`config.mk`:
```
export PLATFORM = sky130hd
export DESIGN_NAME = fbuf_plane_mapper
export DESIGN_NICKNAME = d
export VERILOG_FILES = /design/src/rtl/fbuf_pkg.sv /design/src/rtl/fbuf_wr_lane.sv /design/src/rtl/fbuf_rd_lane.sv /design/src/rtl/fbuf_seq.sv /design/src/rtl/fbuf_plane_mapper.sv
export SDC_FILE = /design/constraint.sdc
export NUM_CORES = 1
export LEC_CHECK = 0
export CAP_MARGIN = 15
export CORE_MARGIN = 8
export CORE_UTILIZATION = 40
export DETAILED_ROUTE_END_ITERATION = 10
export GPL_TIMING_DRIVEN = 0
export PLACE_DENSITY = 0.91
export RECOVER_POWER = 25
export SETUP_SLACK_MARGIN = 0.2
export SLEW_MARGIN = 20
export SYNTH_ARGS = -nofsm -noshare
export SYNTH_HDL_FRONTEND = slang
export SYNTH_SLANG_ARGS = --single-unit
```
`constraint.sdc`:
```
create_clock -name clk -period 1.7 [get_ports clk]
set_input_delay 0.255 -clock clk [delete_from_list [all_inputs] [get_ports clk]]
set_output_delay 0.255 -clock clk [all_outputs]
set_load 0.02 [all_outputs]
```
`src/rtl/fbuf_pkg.sv`:
```
package fbuf_pkg;

    localparam int PIX_W  = 8;
    localparam int WORD_W = 16;
    localparam int ST_W   = 5;
    localparam int DY_W   = 3;

    localparam logic [PIX_W-1:0] ST_MASK = 8'hF8;
    localparam logic [PIX_W-1:0] DY_MASK = 8'h07;

    localparam logic [1:0] BE_STATIC = 2'b10;
    localparam logic [1:0] BE_DYN    = 2'b01;
    localparam logic [1:0] BE_BOTH   = 2'b11;

    typedef enum logic [1:0] {
        S_IDLE = 2'd0,
        S_XFER = 2'd1,
        S_DONE = 2'd2
    } seq_state_t;

    typedef struct packed {
        logic [1:0]        be;
        logic [WORD_W-1:0] data;
    } lane_word_t;

    // Place a pixel byte on the lane owned by its plane.
    function automatic lane_word_t pack_pixel(input logic we, input logic plane,
                                              input logic [PIX_W-1:0] pix);
        lane_word_t w;
        if (!we) begin
            w.be   = BE_BOTH;
            w.data = '0;
        end else if (plane) begin
            w.be   = BE_DYN;
            w.data = {8'h00, pix & DY_MASK};
        end else begin
            w.be   = BE_STATIC;
            w.data = {pix & ST_MASK, 8'h00};
        end
        return w;
    endfunction

    // Keep only the plane's own bits of a returned SDRAM word.
    function automatic logic [PIX_W-1:0] unpack_pixel(input logic plane,
                                                      input logic [WORD_W-1:0] w);
        logic [WORD_W-1:0] m;
        m = w & (plane ? {8'h00, DY_MASK} : {ST_MASK, 8'h00});
        return m[15:8] | m[7:0];
    endfunction

endpackage

```
`src/rtl/fbuf_wr_lane.sv`:
```
module fbuf_wr_lane
    import fbuf_pkg::*;
(
    input  logic              clk,
    input  logic              rst,
    input  logic              op_valid,
    input  logic              op_we,
    input  logic              op_plane,
    input  logic [PIX_W-1:0]  op_pix,
    output logic [1:0]        lane_be,
    output logic [WORD_W-1:0] lane_data
);
    lane_word_t lw;

    always_comb begin
        lw        = pack_pixel(op_we, op_plane, op_pix);
        lane_be   = lw.be;
        lane_data = lw.data;
    end

    // static writes touch only the upper lane, low bits zero
    a_r2_static_lane: assert property (@(posedge clk) disable iff (rst)
        (op_valid && op_we && !op_plane) |-> (lane_be == 2'b10 && lane_data[10:0] == 11'd0));

    // dynamic writes touch only the lower lane, upper bits zero
    a_r3_dyn_lane: assert property (@(posedge clk) disable iff (rst)
        (op_valid && op_we && op_plane) |-> (lane_be == 2'b01 && lane_data[15:3] == 13'd0));

endmodule

```
`src/rtl/fbuf_rd_lane.sv`:
```
module fbuf_rd_lane
    import fbuf_pkg::*;
(
    input  logic              plane,
    input  logic [WORD_W-1:0] sd_word,
    output logic [PIX_W-1:0]  pix
);
    always_comb pix = unpack_pixel(plane, sd_word);
endmodule

```
`src/rtl/fbuf_seq.sv`:
```
module fbuf_seq
    import fbuf_pkg::*;
#(
    parameter int AW = 19
) (
    input  logic              clk,
    input  logic              rst,
    input  logic              cpu_req,
    input  logic              cpu_we,
    input  logic              cpu_plane,
    input  logic [AW-1:0]     cpu_idx,
    input  logic [1:0]        cpu_be,
    input  logic [WORD_W-1:0] cpu_wdata,
    output logic              cpu_ready,
    output logic [WORD_W-1:0] cpu_rdata,
    output logic              op_valid,
    output logic              op_we,
    output logic              op_plane,
    output logic [AW-1:0]     op_addr,
    output logic [PIX_W-1:0]  op_pix,
    input  logic              op_ack,
    input  logic [PIX_W-1:0]  rd_pix
);
    localparam logic [AW-1:0] EVEN_MASK = ~AW'(1);

    seq_state_t        state_q;
    logic              we_q;
    logic              plane_q;
    logic [AW-1:0]     idx_q;
    logic [1:0]        be_q;
    logic [WORD_W-1:0] wdata_q;
    logic              slot_q;
    logic [WORD_W-1:0] rdata_q;
    logic              last_op;

    assign last_op = !(be_q == 2'b11 && !slot_q);

    always_ff @(posedge clk) begin
        if (rst) begin
            state_q <= S_IDLE;
            we_q    <= 1'b0;
            plane_q <= 1'b0;
            idx_q   <= '0;
            be_q    <= '0;
            wdata_q <= '0;
            slot_q  <= 1'b0;
            rdata_q <= '0;
        end else begin
            unique case (state_q)
                S_IDLE: begin
                    if (cpu_req) begin
                        we_q    <= cpu_we;
                        plane_q <= cpu_plane;
                        idx_q   <= cpu_idx;
                        be_q    <= cpu_be;
                        wdata_q <= cpu_wdata;
                        rdata_q <= '0;
                        slot_q  <= ~cpu_be[1];
                        state_q <= (cpu_be == 2'b00) ? S_DONE : S_XFER;
                    end
                end
                S_XFER: begin
                    if (op_ack) begin
                        if (!we_q) begin
                            if (slot_q) rdata_q[7:0]  <= rd_pix;
                            else        rdata_q[15:8] <= rd_pix;
                        end
                        if (last_op) state_q <= S_DONE;
                        else         slot_q  <= 1'b1;
                    end
                end
                S_DONE:  state_q <= S_IDLE;
                default: state_q <= S_IDLE;
            endcase
        end
    end

    always_comb begin
        op_valid  = (state_q == S_XFER);
        op_we     = we_q;
        op_plane  = plane_q;
        op_addr   = (idx_q & EVEN_MASK) | AW'(slot_q);
        op_pix    = slot_q ? wdata_q[7:0] : wdata_q[15:8];
        cpu_ready = (state_q == S_DONE);
        cpu_rdata = rdata_q;
    end

    // a pending SDRAM request holds still until acknowledged
    a_r11_hold_req: assert property (@(posedge clk) disable iff (rst)
        (op_valid && !op_ack) |=> (op_valid && $stable(op_addr) && $stable(op_pix)
                                   && $stable(op_we) && $stable(op_plane)));

    // ready lasts a single cycle
    a_r9_one_pulse: assert property (@(posedge clk) disable iff (rst)
        cpu_ready |=> !cpu_ready);

    // ready only once no SDRAM operation is outstanding
    a_r9_ready_quiet: assert property (@(posedge clk) disable iff (rst)
        cpu_ready |-> !op_valid);

endmodule

```
`src/rtl/fbuf_plane_mapper.sv`:
```
module fbuf_plane_mapper
    import fbuf_pkg::*;
#(
    parameter int CPU_AW = 20,
    parameter int SD_AW  = CPU_AW - 1
) (
    input  logic              clk,
    input  logic              rst,
    input  logic              cpu_req,
    input  logic              cpu_we,
    input  logic [CPU_AW-1:0] cpu_addr,
    input  logic [1:0]        cpu_be,
    input  logic [15:0]       cpu_wdata,
    output logic [15:0]       cpu_rdata,
    output logic              cpu_ready,
    output logic              sd_req,
    output logic              sd_we,
    output logic [SD_AW-1:0]  sd_addr,
    output logic [1:0]        sd_be,
    output logic [15:0]       sd_wdata,
    input  logic [15:0]       sd_rdata,
    input  logic              sd_ack
);
    logic             op_valid;
    logic             op_we;
    logic             op_plane;
    logic [SD_AW-1:0] op_addr;
    logic [PIX_W-1:0] op_pix;
    logic [PIX_W-1:0] rd_pix;

    fbuf_seq #(.AW(SD_AW)) u_seq (
        .clk       (clk),
        .rst       (rst),
        .cpu_req   (cpu_req),
        .cpu_we    (cpu_we),
        .cpu_plane (cpu_addr[CPU_AW-1]),
        .cpu_idx   (cpu_addr[SD_AW-1:0]),
        .cpu_be    (cpu_be),
        .cpu_wdata (cpu_wdata),
        .cpu_ready (cpu_ready),
        .cpu_rdata (cpu_rdata),
        .op_valid  (op_valid),
        .op_we     (op_we),
        .op_plane  (op_plane),
        .op_addr   (op_addr),
        .op_pix    (op_pix),
        .op_ack    (sd_ack),
        .rd_pix    (rd_pix)
    );

    fbuf_wr_lane u_wr (
        .clk       (clk),
        .rst       (rst),
        .op_valid  (op_valid),
        .op_we     (op_we),
        .op_plane  (op_plane),
        .op_pix    (op_pix),
        .lane_be   (sd_be),
        .lane_data (sd_wdata)
    );

    fbuf_rd_lane u_rd (
        .plane   (op_plane),
        .sd_word (sd_rdata),
        .pix     (rd_pix)
    );

    assign sd_req  = op_valid;
    assign sd_we   = op_we;
    assign sd_addr = op_addr;

endmodule

```
# Yosys cells after proc, flatten, opt, wreduce, memory -nomap -nowiden
# Cells that the tools add are included.
[word_totals]
word_cells = 52
ff_bits = 58
output_inout_bits = 56
input_bits = 59
[classes]
reduce_logical = 10
eq_ne = 10
bitwise = 4
muxes = 19
[ops]
columns = ["operator", "count"]
rows = [
  ["16-bit 2-to-1 mux", 4],
  ["18-bit 2-to-1 mux", 2],
  ["16-bit one-hot mux with 2 select lines", 1],
  ["8-bit 2-to-1 mux", 3],
  ["19-bit by 1-bit bitwise OR with 19-bit output", 1],
  ["16-bit AND", 1],
  ["5-bit AND reduction", 2],
  ["2-bit 2-to-1 mux", 4],
  ["2-bit inequality test, second input constant", 4],
  ["8-bit bitwise OR", 1],
  ["2-bit by 1-bit inequality test with 1-bit output, second input constant", 3],
  ["2-bit == test, second input constant", 2],
  ["2-bit zero test", 2],
  ["2-bit one-hot mux with 2 select lines", 1],
  ["4-bit AND reduction", 1],
  ["1-bit 2-to-1 mux", 3],
  ["3-bit AND reduction", 1],
  ["2-bit by 1-bit == test with 1-bit output, second input constant", 1],
  ["1-bit one-hot mux with 2 select lines", 1],
  ["2-bit AND reduction", 1],
  ["2-bit nonzero test", 1],
  ["1-bit logical AND", 1],
  ["1-bit zero test", 1],
  ["1-bit inverter", 1],
]

# Longest topological paths before layout
[depth]
depth_word = 7
mapped_depth = 5
depth_no_buf = 3

# Hierarchy
# Synthesis repeated with hierarchy kept, for this count alone.
[unflattened]
hier_cells = 267
area_unflattened_um2 = 2407.3
[by_module_without_submodules]
columns = ["module", "area_each_um2", "seq_area_each_um2", "cells_each", "instances"]
rows = [
  ["fbuf_seq", 2220.9, 1141.1, 240, 1],
  ["fbuf_wr_lane", 136.4, 0.0, 19, 1],
  ["fbuf_rd_lane", 50.0, 0.0, 8, 1],
]

# Worst setup path before layout
# Ideal clock, no wire load.
[synth_timing]
path_type = "register to output"
start = "register u_seq.we_q, in the netlist u_seq.op_we"
end = "output port sd_wdata[11]"
stages_incl_launch_ff = 3
t_arrival_ps = 1289
required_time_ps = 1445
slack_ps = 156
n_path_buf = 0
path_cell_list = "dfxtp_1 > or2b_1 > nor2_1"
[synth_between]
elab_chain_cells = 1
[synth_lines]
columns = ["item", "line", "text"]
rows = [
  ["from (decl)", "fbuf_seq.sv:27", "logic we_q;"],
  ["from (signal assigned)", "fbuf_seq.sv:52", "we_q <= cpu_we;"],
  ["18-bit 2-to-1 mux", "fbuf_pkg.sv:30", "if (!we) begin"],
  ["to (decl)", "fbuf_plane_mapper.sv:20", "output logic [15:0] sd_wdata,"],
]
# No other way between the ends.

# Worst setup path after layout
[layout_timing]
start = "register u_seq.slot_q"
end = "output port sd_wdata[11]"
[layout_between]
elab_chain_cells = 3
[layout_lines]
columns = ["item", "line", "text"]
rows = [
  ["from (decl)", "fbuf_seq.sv:32", "logic slot_q;"],
  ["from (signal assigned)", "fbuf_seq.sv:58", "slot_q <= ~cpu_be[1];"],
  ["8-bit 2-to-1 mux", "fbuf_seq.sv:83", "op_pix = slot_q ? wdata_q[7:0] : wdata_q[15:8];"],
  ["18-bit 2-to-1 mux", "fbuf_pkg.sv:33", "end else if (plane) begin"],
  ["18-bit 2-to-1 mux", "fbuf_pkg.sv:30", ""],
]
# No other way between the ends.

==> summary.txt <==
Worst setup path
  – Crit. path cell count: 5
  – Bufs and invs on worst path: 3
  – Setup Crit Path Kind: reg2out
  – CP Cell Sequence: buf_12 > buf_12 > mux2i_4 > nor2_2 > buf_6
  – Crit path capture type: output pin
  – CP max stage cell: dfxtp_4
  – Critical path's largest stage delay: 0.35 ns
  – Worst r2r dst: u_seq.cpu_rdata[10]$_SDFFE_PP0P_
  – Worst EP required: 1.44 ns
  – CP startpoint kind: flop
  – FF-to-FF setup slack: 0.20 ns
  – Crit path top cell by count: buf_12
  – Crit Path Max Fanout: 6
  – Worst setup path endpoint: sd_wdata[11]
  – Worst R2R Path Depth: 4
  – Critical path arrival: 1.36 ns
  – Crit path from: u_seq.slot_q$_SDFFE_PP0P_
  – Reg2reg start: u_seq.slot_q$_SDFFE_PP0P_
  – Worst path top cell family by delay: buffers and inverters

Cells and area
  – NumNets Final: 434
  – Area of the multi-input gates: 1080 sq um
  – ANT cells: 0
  – Fillers: 471
  – Post-route cell area: 3620 sq um
  – Final Instance Count excl. Fillers: 451
  – Syn-to-layout area delta: 56.3%
  – Reg area: 1150 sq um
  – Layout cell share with drive strength beyond 1: 18.5%

Placement
  – Hpwl dp: 5210 microns
  – Placed cells: 432
  – Placed inst area: 3390 sq um
  – GP Congestion: 0.752
  – # port buffers: 96
  – DP Worst Slack: -0.211 ns

Clock network
  – Clk sinks: 57
  – Clk Latency, worst-skew pair: 0.33 ns
  – # H-tree levels: 3
  – CTS root buf: clkbuf_8
  – Worst-path clk slew: 0.06 ns
  – Number of CTS-inserted buffers: 9
  – Clock tree buffer depth: 2
  – TritonCTS clock tree: done

Drt
  – Post-route ant nets: 0
  – DRC viols: 0
  – Vias per Instance: 5.02
  – Routed WL: 7160 microns
  – Post-DR wirelength/cell: 15.9 microns
  – Detailed router's first-iteration violation count: 96
  – DR vias: 2263
  – Number of iterations in the first detailed-routing pass: 4

STA
  – Max transition margin: 64.8%
  – # setup viols final: 0
  – Final worst path period share: 95.0%
  – RSZ-0062 raised after global routing: yes
  – Final slew viol count: 0
  – Final worst-path setup slack: 0.0857 ns
  – Fmax: 0.619 GHz
  – Slew @ Worst Pin: 0.523 ns
  – Hold Vio Cnt, Final: 0
  – Clk_skew: 0.00563 ns
  – Fin crit period: 1.61 ns

GRT
  – Total grt overflow: 0
  – Largest net degree at the start of global routing: 11
  – Total GRT Usage: 17.1%
  – Number of global-route vias before repair: 2370
  – Initial antenna violation count: 0
  – First-pass GRT wire length: 11700 microns

Synthesis
  – Synth Area per Inst: 9.01 sq um
  – Synth top area share: 49.3%
  – Gate Count Post-Synth: 257
  – Post-synth cell types: 34
  – Top cell type by total area after synthesis: dfxtp_1
  – #FFs+latches synth: 57
  – Synthesized cell area: 2320 sq um
  – Sequential element share of the synthesized area: 49.3%
  – Top post-synthesis cells by area: dfxtp_1 (49%), nand2_1 (12%), a21oi_1 (8.2%), a32o_1 (6.9%), mux2i_1 (3.5%)
  – YS warnings: 0

Power
  – Total Power: 3.32 mW
  – P per Cell Area: 917 nW/um^2
  – VDD IR max: 0.000585 V
  – Lkg Pwr: 1.56 nW

Floorplanning
  – Die height: 92.1 microns
  – Rows: 27
  – Core box area: 5540 sq um
  – Die ar.: 8480 sq um
  – Count of boundary I/O pins: 115
  – Die W: 92.1 microns
  – Initial Util: 41.8%

Run status
  – Status: finished clean

Flow run
  – Max_cap viols: 0

Hold path
  – Min-delay worst type: in2reg
[layer usage]
| metal | wire, microns | GRT usage (%) | part of all wire (%) | vias to the layer above |
|---|---|---|---|---|
| met4 | 130 | 7.25 | 1.8 | 0 |
| li1 | - | - | - | 1109 |
| met2 | 3780 | 29.6 | 53 | 88 |
| met5 | 0 | 0 | 0 | - |
| met1 | 2750 | 18.5 | 38 | 1054 |
| met3 | 490 | 6.11 | 6.8 | 12 |
[per-stage QoR]
stage	TNS, ns	hold WS (ns)	util, %
final	0	0.365	65.3
after floorplan	0	0.355	-
after global routing	0	0.370	65.3
after detailed placement	-4.53	0.446	61.2
after CTS	0	0.370	65.3
after global placement	-3.30	0.440	61.2
[cells in the mapped netlist]
library cell and instances:
o22ai_1 2, buf_6 3, o31ai_4 2, mux2i_1 8, and2_1 1, nor3b_2 1, or2b_1 1, nor2b_4 1
nor3_1 1, buf_2 6, dfxtp_1 57, a32o_1 16, a311oi_1 1, and4b_1 1, nor4_2 1, or3b_1 1
clkbuf_1 6, nand2_4 1, buf_4 10, nor2b_1 2, nor2_1 9, nand2_1 77, conb_1 1, a21oi_1 38
and3b_1 1, buf_1 1, o21a_1 1, nand2b_1 1, a2111oi_0 1, and2b_1 1, and4bb_2 1, nor4b_4 1
a211oi_1 1, and2_0 1
[layout make-up]
| class | instances | share of cell area [%] |
|---|---|---|
| sequential | 57 | 31.9 |
| multi-input combinational | 181 | 29.7 |
| timing repair buffer | 100 | 25.5 |
| buffer | 26 | 5.05 |
| clock buffer | 12 | 4.29 |
| tap | 72 | 2.49 |
| clock inverter | 3 | 1.11 |
[registers in the layout, indices dropped and copies added, names as in the netlist]
name / flops
u_seq.be_q: 2
u_seq.cpu_rdata: 16
u_seq.idx_q: 18
u_seq.op_plane: 1
u_seq.op_we: 1
u_seq.slot_q: 1
u_seq.state_q: 2
u_seq.wdata_q: 16
[worst register-to-register path: cells and delay by family, from the launching register on]
kind | cells | cell delay, ns
AOI/OAI and AO/OA | 2 | 0.54
buffers and inverters | 1 | 0.25
DFF | 1 | 0.36
and+or+nand+nor | 1 | 0.29
[power by group]
group / internal, mW / leakage [nW] / switching [mW]
combinational: 0.300 / 0.993 / 0.323
sequential: 1.41 / 0.468 / 0.0447
clock: 0.744 / 0.102 / 0.502
total: 2.45 / 1.56 / 0.869
[kinds of logic (layout without fill, tap and decap cells)]
logic type	after synthesis	in the layout	synth area share, %
simple gates	103	103	21.1
compound gates	62	62	18.9
flops	57	57	49.3
buf+inv	26	141	7.13
mux	8	8	3.46
other cells	1	8	0.162
[layout by cell type (no fill, tap or decap), types with 3 or more instances in the layout]
cell type        count
buf_4               15
clkbuf_2             3
dfxtp_1             53
buf_6                5
clkbuf_1             6
conb_1               8
nand2_1             77
mux2i_1              5
buf_2               10
nor2_1               7
dfxtp_4              3
clkdlybuf4s50_1     47
dlygate4sd2_1       35
clkbuf_8            11
a21oi_1             38
a32o_1              16
[worst min path at each step]
stage                                   from                             to  slack (ns)  depth (start not counted)
2_1_floorplan                      cpu_be[1]      u_seq.slot_q$_SDFFE_PP0P_        0.35                          1
3_3_place_gp      u_seq.be_q[1]$_SDFFE_PP0P_     u_seq.be_q[1]$_SDFFE_PP0P_        0.44                          2
3_5_place_dp   u_seq.wdata_q[1]$_SDFFE_PP0P_  u_seq.wdata_q[1]$_SDFFE_PP0P_        0.45                          2
4_1_cts                                  rst  u_seq.state_q[1]$_SDFFE_PP0P_        0.37                          2
5_1_grt                                  rst  u_seq.state_q[1]$_SDFFE_PP0P_        0.37                          2
6_report                                 rst  u_seq.state_q[1]$_SDFFE_PP0P_        0.36                          2
[what timing repair did]
action                                  4_1_cts  5_1_grt
pin swaps                                     1        0
gates resized for setup                     105       13
setup buffers                                 4        0
endpoints found under the setup margin       57       32
hold buffers                                  0        0
hold endpoints to repair                      0        0
(Power assumes the default switching activity.)
